## config.mk

```make
export PLATFORM = sky130hd
export DESIGN_NAME = seq_guard_detector
export DESIGN_NICKNAME = d
export VERILOG_FILES = /design/src/rtl/sgd_pkg.sv /design/src/rtl/sgd_next_state.sv /design/src/rtl/sgd_state_reg.sv /design/src/rtl/seq_guard_detector.sv
export SDC_FILE = /design/constraint.sdc
export NUM_CORES = 1
export LEC_CHECK = 0
export BUFFER_PORTS_ARGS = -buffer_cell sky130_fd_sc_hd__buf_4
export CAP_MARGIN = 20
export CORE_AREA = 4 4 41 43
export CTS_CLUSTER_SIZE = 40
export DETAILED_ROUTE_END_ITERATION = 8
export DIE_AREA = 0 0 45 47
export PLACE_DENSITY = 0.36
export SYNTH_ARGS = -nofsm -noshare
export SYNTH_HDL_FRONTEND = slang
export SYNTH_SLANG_ARGS = --single-unit
```

## constraint.sdc

```tcl
create_clock -name clk -period 1.6 [get_ports clk]
set_input_delay 0.24 -clock clk [delete_from_list [all_inputs] [get_ports clk]]
set_output_delay 0.24 -clock clk [all_outputs]
set_load 0.1 [all_outputs]
```

## src/rtl/sgd_pkg.sv

```systemverilog
package sgd_pkg;

    localparam int STATE_W = 3;

    typedef enum logic [STATE_W-1:0] {
        ST_IDLE   = 3'd0,
        ST_ZEROS  = 3'd1,
        ST_TAIL01 = 3'd2,
        ST_HIT    = 3'd3,
        ST_ONES   = 3'd4,
        ST_TAIL10 = 3'd5,
        ST_LOCK   = 3'd6
    } sgd_state_e;

    typedef struct packed {
        sgd_state_e state;
        logic       flag;
    } sgd_reg_t;

    function automatic sgd_state_e sgd_step(input sgd_state_e cur, input logic bit_in);
        sgd_state_e nxt;
        unique case (cur)
            ST_IDLE:   nxt = bit_in ? ST_ONES   : ST_ZEROS;
            ST_ZEROS:  nxt = bit_in ? ST_TAIL01 : ST_ZEROS;
            ST_TAIL01: nxt = bit_in ? ST_ONES   : ST_HIT;
            ST_HIT:    nxt = bit_in ? ST_TAIL01 : ST_LOCK;
            ST_ONES:   nxt = bit_in ? ST_ONES   : ST_TAIL10;
            ST_TAIL10: nxt = bit_in ? ST_TAIL01 : ST_LOCK;
            ST_LOCK:   nxt = ST_LOCK;
            default:   nxt = ST_IDLE;
        endcase
        return nxt;
    endfunction

    function automatic logic sgd_flag_of(input sgd_state_e st);
        return (st == ST_HIT);
    endfunction

endpackage

```

## src/rtl/sgd_next_state.sv

```systemverilog
module sgd_next_state
    import sgd_pkg::*;
(
    input  sgd_reg_t cur,
    input  logic     rst,
    input  logic     din,
    output sgd_reg_t nxt
);
    sgd_state_e stepped;

    always_comb begin
        stepped = sgd_step(cur.state, din);
        if (rst) begin
            nxt.state = ST_IDLE;
            nxt.flag  = 1'b0;
        end else begin
            nxt.state = stepped;
            nxt.flag  = sgd_flag_of(stepped);
        end
    end
endmodule

```

## src/rtl/sgd_state_reg.sv

```systemverilog
module sgd_state_reg
    import sgd_pkg::*;
(
    input  logic     clk,
    input  sgd_reg_t d,
    output sgd_reg_t q
);
    always_ff @(posedge clk) begin
        q <= d;
    end
endmodule

```

## src/rtl/seq_guard_detector.sv

```systemverilog
module seq_guard_detector
    import sgd_pkg::*;
(
    input  logic clk,
    input  logic rst,
    input  logic din,
    output logic hit
);
    sgd_reg_t cur_q;
    sgd_reg_t nxt_d;

    sgd_next_state u_next (
        .cur (cur_q),
        .rst (rst),
        .din (din),
        .nxt (nxt_d)
    );

    sgd_state_reg u_reg (
        .clk (clk),
        .d   (nxt_d),
        .q   (cur_q)
    );

    assign hit = cur_q.flag;
endmodule

```

==> impl_metrics.yaml, run 1 <==
worst_setup_path:
  crit_chain: "buf_4"
  end_kind: "primary output"
  cp_top_family: "flip-flops"
  cp_slowest_cell: "dfxtp_1"
  cp.required_ps: 1360
  r2r-start: "u_reg.q[3]$_SDFF_PP0_"
  path_buf_inv: 1
  critical_path_arrival_ps: 820
  cp_slowest_stage_delay_ps: 300
  worstSetupPathType: "reg2out"
  crit_path_max_fanout: 1
  cp-start-kind: "register"
  crit_path_start: "u_reg.q[0]$_SDFF_PP0_"
logic_synthesis:
  synthCells: 18
  synth_compound_area_share_pct: 17.8
  synth_top_family_by_area: "simple AND/OR/NAND/NOR gates"
  synth_simple_gate_area_share_pct: 22.2
  synth_ff_type: "dfxtp_1"
  synth_top_area_cell: "dfxtp_1"
  yosysSeqAreaShare_pct: 47.4
  syn-num-nets: 21
  syn_avg_cell_area_um2: 9.38
  synth_edf_count: 0
  synthAdderAreaFrac_pct: 5.93
  synth.distinct_cells: 12
  synth_common_cells: "dfxtp_1 (4), nor3_1 (3), nand2_1 (2)"
  synthTopCellsByArea: "dfxtp_1 (47%), nor3_1 (8.9%), o31ai_2 (7.4%), mux2_2 (6.7%), maj3_1 (5.9%)"
  synth_top_area_share_pct: 47.4
  ys_ff_latch: 4
  synthMuxAreaShare_pct: 6.67
  async_flop_share_pct: 0
  ys_warn_count: 0
  yosysMostFrequentCell: "dfxtp_1"
  synth.cell_area_um2: 169
  yosys.area_share.xor_xnor_pct: 0
sta:
  slew_viol_final: 0
  fin_ws_ps: 545
  worstMarginPinSlew_ps: 278
  slew_headroom_pct: 81.6
  tns_ps: 0
  rsz0062_at_grt: "false"
  finalCritPeriodShare_pct: 66.0
  fin_skew_ps: 6.73
  min_period_ps: 1060
  max_freq_ghz: 0.948
  finalHoldViolations: 0
  finalSetupViolCount: 0
place:
  io_buffers: 3
  pre_cts_ws_ps: 569
  placed_area_um2: 210
  gp_congestion: 0.715
drt:
  dr_total_vias: 150
  routed.top_layer: "met3"
  drc: 0
  drtPass1Iterations: 4
  vias_per_cell: 3.85
  ant_nets: 0
  route.met2.wl_um: 109
  dr.first_iter.drc_count: 1
  wirelength_um: 279
  wl_met3_um: 22
  wl_met1_um: 148
  wl_per_cell_um: 7.15
floorplan:
  initial_core_util_pct: 13.0
  die_height_um: 47
  io_pins: 4
  core-area_um2: 1300
  dieArea_um2: 2120
  die_w_um: 45
  num_rows: 13
final_layout:
  largest_reg_flops: 4
  final_cell_area_um2: 233
  top_register: "u_reg.q"
  fillers: 151
  antenna_cells: 0
  reg_top3: "u_reg.q (4)"
  final_net_count: 29
  area_growth_pct: 37.8
  final_layout_size_suffix_gt1_share_pct: 33.3
clocking:
  numCtsBuffers: 3
  cts-htree-levels: 1
  clk_path_buf_depth: 2
  clock_latency_ps: 230
  path_clk_slew_ps: 40
  cts.sinks: 4
  cts_tree: "done"
  cts_resized: 0
  cts_hold_buf: 0
  postCtsSetupRepairBufs: 0
  cts_root_buffer: "clkbuf_4"
min_path:
  hold_start: "rst"
  min_path_type: "in2reg"
grt:
  grt.total_usage_pct: 3.24
  grt_pass1_wl_um: 427
  grt_max_degree: 8
  grt_antenna_before_repair: 0
  grt_overflow: 0
  grt_pass1_vias: 109
job:
  drv_cap: 0
power:
  ir_drop_uv: 458
  p_leak_nw: 0.0838
  p_per_area_nw_per_um2: 1140
status:
  status: "finished clean"
## cell families (layout without fill, tap and decap cells)
| kind of cell | count (synthesis) | after routing |
|---|---|---|
| AO/OA/AOI/OAI | 4 | 4 |
| buffers and inverters | 0 | 6 |
| flip-flops | 4 | 4 |
| adder cells (fa/ha/maj) | 1 | 1 |
| AND/OR/NAND/NOR | 8 | 8 |
| multiplexers | 1 | 1 |
## metal layers
metal,GRT usage (%),vias to the layer above
met5,0,-
met4,1.75,0
met3,4.60,0
met2,2.82,6
met1,3.64,65
li1,-,79
## final timing paths
| kind | to | slack, ps | cells after the start |
|---|---|---|---|
| setup / recovery | hit | 540 | 1 |
| hold / removal | u_reg.q[2]$_SDFF_PP0_ | 210 | 2 |
| setup reg to reg | u_reg.q[3]$_SDFF_PP0_ | 570 | 2 |
| hold reg to reg | u_reg.q[0]$_SDFF_PP0_ | 520 | 2 |
## layout by cell type (no fill, tap or decap)
| master | instances |
|---|---|
| a21oi_1 | 1 |
| buf_4 | 3 |
| clkbuf_4 | 3 |
| dfxtp_1 | 4 |
| maj3_1 | 1 |
| mux2_2 | 1 |
| nand2_1 | 2 |
| nand2b_1 | 1 |
| nand3_1 | 1 |
| nor2_1 | 1 |
| nor3_1 | 3 |
| o21ai_0 | 1 |
| o31ai_1 | 1 |
| o31ai_2 | 1 |
## metrics by stage
stage | util (%) | total power, mW | hold slack (ps) | std cells
global route | 17.9 | 0.285 | 196 | 39
detailed placement | 16.2 | 0.146 | 444 | 36
CTS | 17.9 | 0.274 | 198 | 39
global placement | 16.2 | 0.144 | 446 | 36
floorplan | - | 0.135 | 316 | 18
finish | 17.9 | 0.266 | 206 | 39
## area by class of cell
cell class	instances	area [µm²]	share of cell area, %
timing repair buffer	3	22.5	9.68
tap	15	18.8	8.06
multi-input combinational	14	88.8	38.2
sequential	4	80.1	34.4
clock buffer	3	22.5	9.68
## power breakdown
part,internal [mW],switching (mW)
sequential,0.107,0.00915
clock,0.0836,0.0382
combinational,0.0152,0.0131
total,0.206,0.0605
No activity file was read; power rests on OpenSTA's default activity.
==> run 2: changes to the inputs <==
- clock period: 1.6 -> 1 ns (I/O delays scaled with it)
==> impl_metrics.yaml, run 2 (synthesized netlist as in run 1, its figures left out) <==
clocking:
  clk_path_buf_depth: 2
  path_clk_slew_ps: 40
  cts_hold_buf: 0
  numCtsBuffers: 3
  cts_tree: "done"
  cts.sinks: 4
  clock_latency_ps: 230
  cts-htree-levels: 1
  cts_root_buffer: "clkbuf_4"
power:
  p_int_uw: 339
  clock_power_share_pct: 45.1
  swShare_pct: 23.8
  p_per_area_nw_per_um2: 1740
  p_leak_nw: 0.0959
  p_comb_share_pct: 13.4
  p_sw_uw: 106
  ir_drop_uv: 393
  p_seq_share_pct: 41.5
grt:
  grt_overflow: 0
  grt.total_usage_pct: 4.74
  grt_antenna_before_repair: 0
  grt_max_degree: 7
  grt_pass1_vias: 157
  grt_pass1_wl_um: 690
drt:
  wl_per_cell_um: 9.41
  dr_total_vias: 154
  drc: 0
  wirelength_um: 386
  drtPass1Iterations: 2
  ant_nets: 0
  dr.first_iter.drc_count: 1
  vias_per_cell: 3.76
sta:
  tns_ps: 0
  max_freq_ghz: 1.04
  finalCritPeriodShare_pct: 96.0
  fin_ws_ps: 39.8
  slew_viol_final: 0
  slew_headroom_pct: 81.6
  finalHoldViolations: 0
  min_period_ps: 960
  fin_skew_ps: 5.32
  finalSetupViolCount: 0
  worstMarginPinSlew_ps: 279
status:
  status: "finished clean"
worst_setup_path:
  cp_slowest_cell: "dfxtp_2"
  path_buf_inv: 1
  r2r-start: "u_reg.q[3]$_SDFF_PP0_"
  worstSetupPathType: "reg2out"
  rrSetupSlack_ps: 60
  cp_top_family: "flip-flops"
  crit_path_max_fanout: 1
  reg2reg_to: "u_reg.q[3]$_SDFF_PP0_"
  rr_worst_depth: 2
  end_kind: "primary output"
  cp.required_ps: 850
  crit_chain: "buf_4"
  critical_path_arrival_ps: 810
  cp-start-kind: "register"
  cp_slowest_stage_delay_ps: 300
place:
  gp_congestion: 0.697
  dp_hpwl_um: 324
  io_buffers: 3
  pre_cts_ws_ps: -18.3
min_path:
  hold_start: "rst"
  hold_end: "u_reg.q[2]$_SDFF_PP0_"
  min_delay_path_depth: 2
  min_path_type: "in2reg"
final_layout:
  final_net_count: 31
  fillers: 164
  area_growth_pct: 51.1
  antenna_cells: 0
  final_common_cell: "buf_4"
  final_layout_size_suffix_gt1_share_pct: 53.8
  largest_reg_flops: 4
  top_register: "u_reg.q"
  final_cell_mix: "buf_4 (5), nor3_1 (3), clkbuf_4 (3), dfxtp_2 (3), nand2_1 (2)"
  reg_top3: "u_reg.q (4)"
floorplan:
  io_pins: 4
  dieArea_um2: 2120
  core-area_um2: 1300
  die_w_um: 45
  num_rows: 13
  initial_core_util_pct: 13.0
  die_height_um: 47
job:
  drv_cap: 0
==> run 2: cell types whose count changed in the layout (fill, tap and decap cells not counted), sizes merged <==
cell	previous run	this run
buf	3	5
==> run 2: how the worst max path moves through the flow <==
stage	depth (start not counted)	slack [ps]	from	end
after CTS	2	10	u_reg.q[3]$_SDFF_PP0_	u_reg.q[3]$_SDFF_PP0_
final	1	40	u_reg.q[0]$_SDFF_PP0_	hit
after detailed placement	3	-20	u_reg.q[1]$_SDFF_PP0_	u_reg.q[3]$_SDFF_PP0_
after global routing	2	-6	u_reg.q[3]$_SDFF_PP0_	u_reg.q[3]$_SDFF_PP0_
after floorplan	2	30	u_reg.q[3]$_SDFF_PP0_	u_reg.q[3]$_SDFF_PP0_
after global placement	2	60	u_reg.q[3]$_SDFF_PP0_	u_reg.q[3]$_SDFF_PP0_
==> run 2: layout make-up <==
type / instances / area (µm²) / area share, %
Clock buffer: 3 / 22.5 / 8.82
Multi-Input combinational cell: 14 / 88.8 / 34.8
Sequential cell: 4 / 87.6 / 34.3
Tap cell: 15 / 18.8 / 7.35
Timing Repair Buffer: 5 / 37.5 / 14.7
==> run 2: worst reg2reg max path: cells and delay by family (launching register included) <==
| kind | cells | cell delay, ps |
|---|---|---|
| flops | 1 | 350 |
| compound gates | 1 | 170 |
| mux | 1 | 340 |
==> run 2: power by group through the flow <==
stage,sequential [mW],combinational (mW),clock (mW)
2_1_floorplan,0.189,0.0271,0
3_3_place_gp,0.184,0.0568,0
3_5_place_dp,0.186,0.0605,0
4_1_cts,0.184,0.0605,0.213
5_1_grt,0.186,0.0676,0.224
6_report,0.184,0.0597,0.200
==> run 2: metal layers <==
layer	global-route usage [%]	wire, µm	vias up
li1	-	-	83
met1	5.91	197	69
met2	5.93	175	2
met3	2.68	14	0
met4	3.51	0	0
met5	0	0	-
==> run 2: per-stage QoR <==
step	hold slack [ps]	util [%]	power [mW]	instance area [µm²]	cells
floorplan	219	-	0.216	170	18
global placement	355	17.4	0.241	226	38
detailed placement	359	17.4	0.246	226	38
CTS	102	19.2	0.457	250	41
global route	101	19.6	0.478	255	41
finish	104	19.6	0.444	255	41
==> run 2: repair_timing <==
action                     4_1_cts  5_1_grt
setup endpoints to repair        1        2
resized for setup                1        3
setup buffers                    0        0
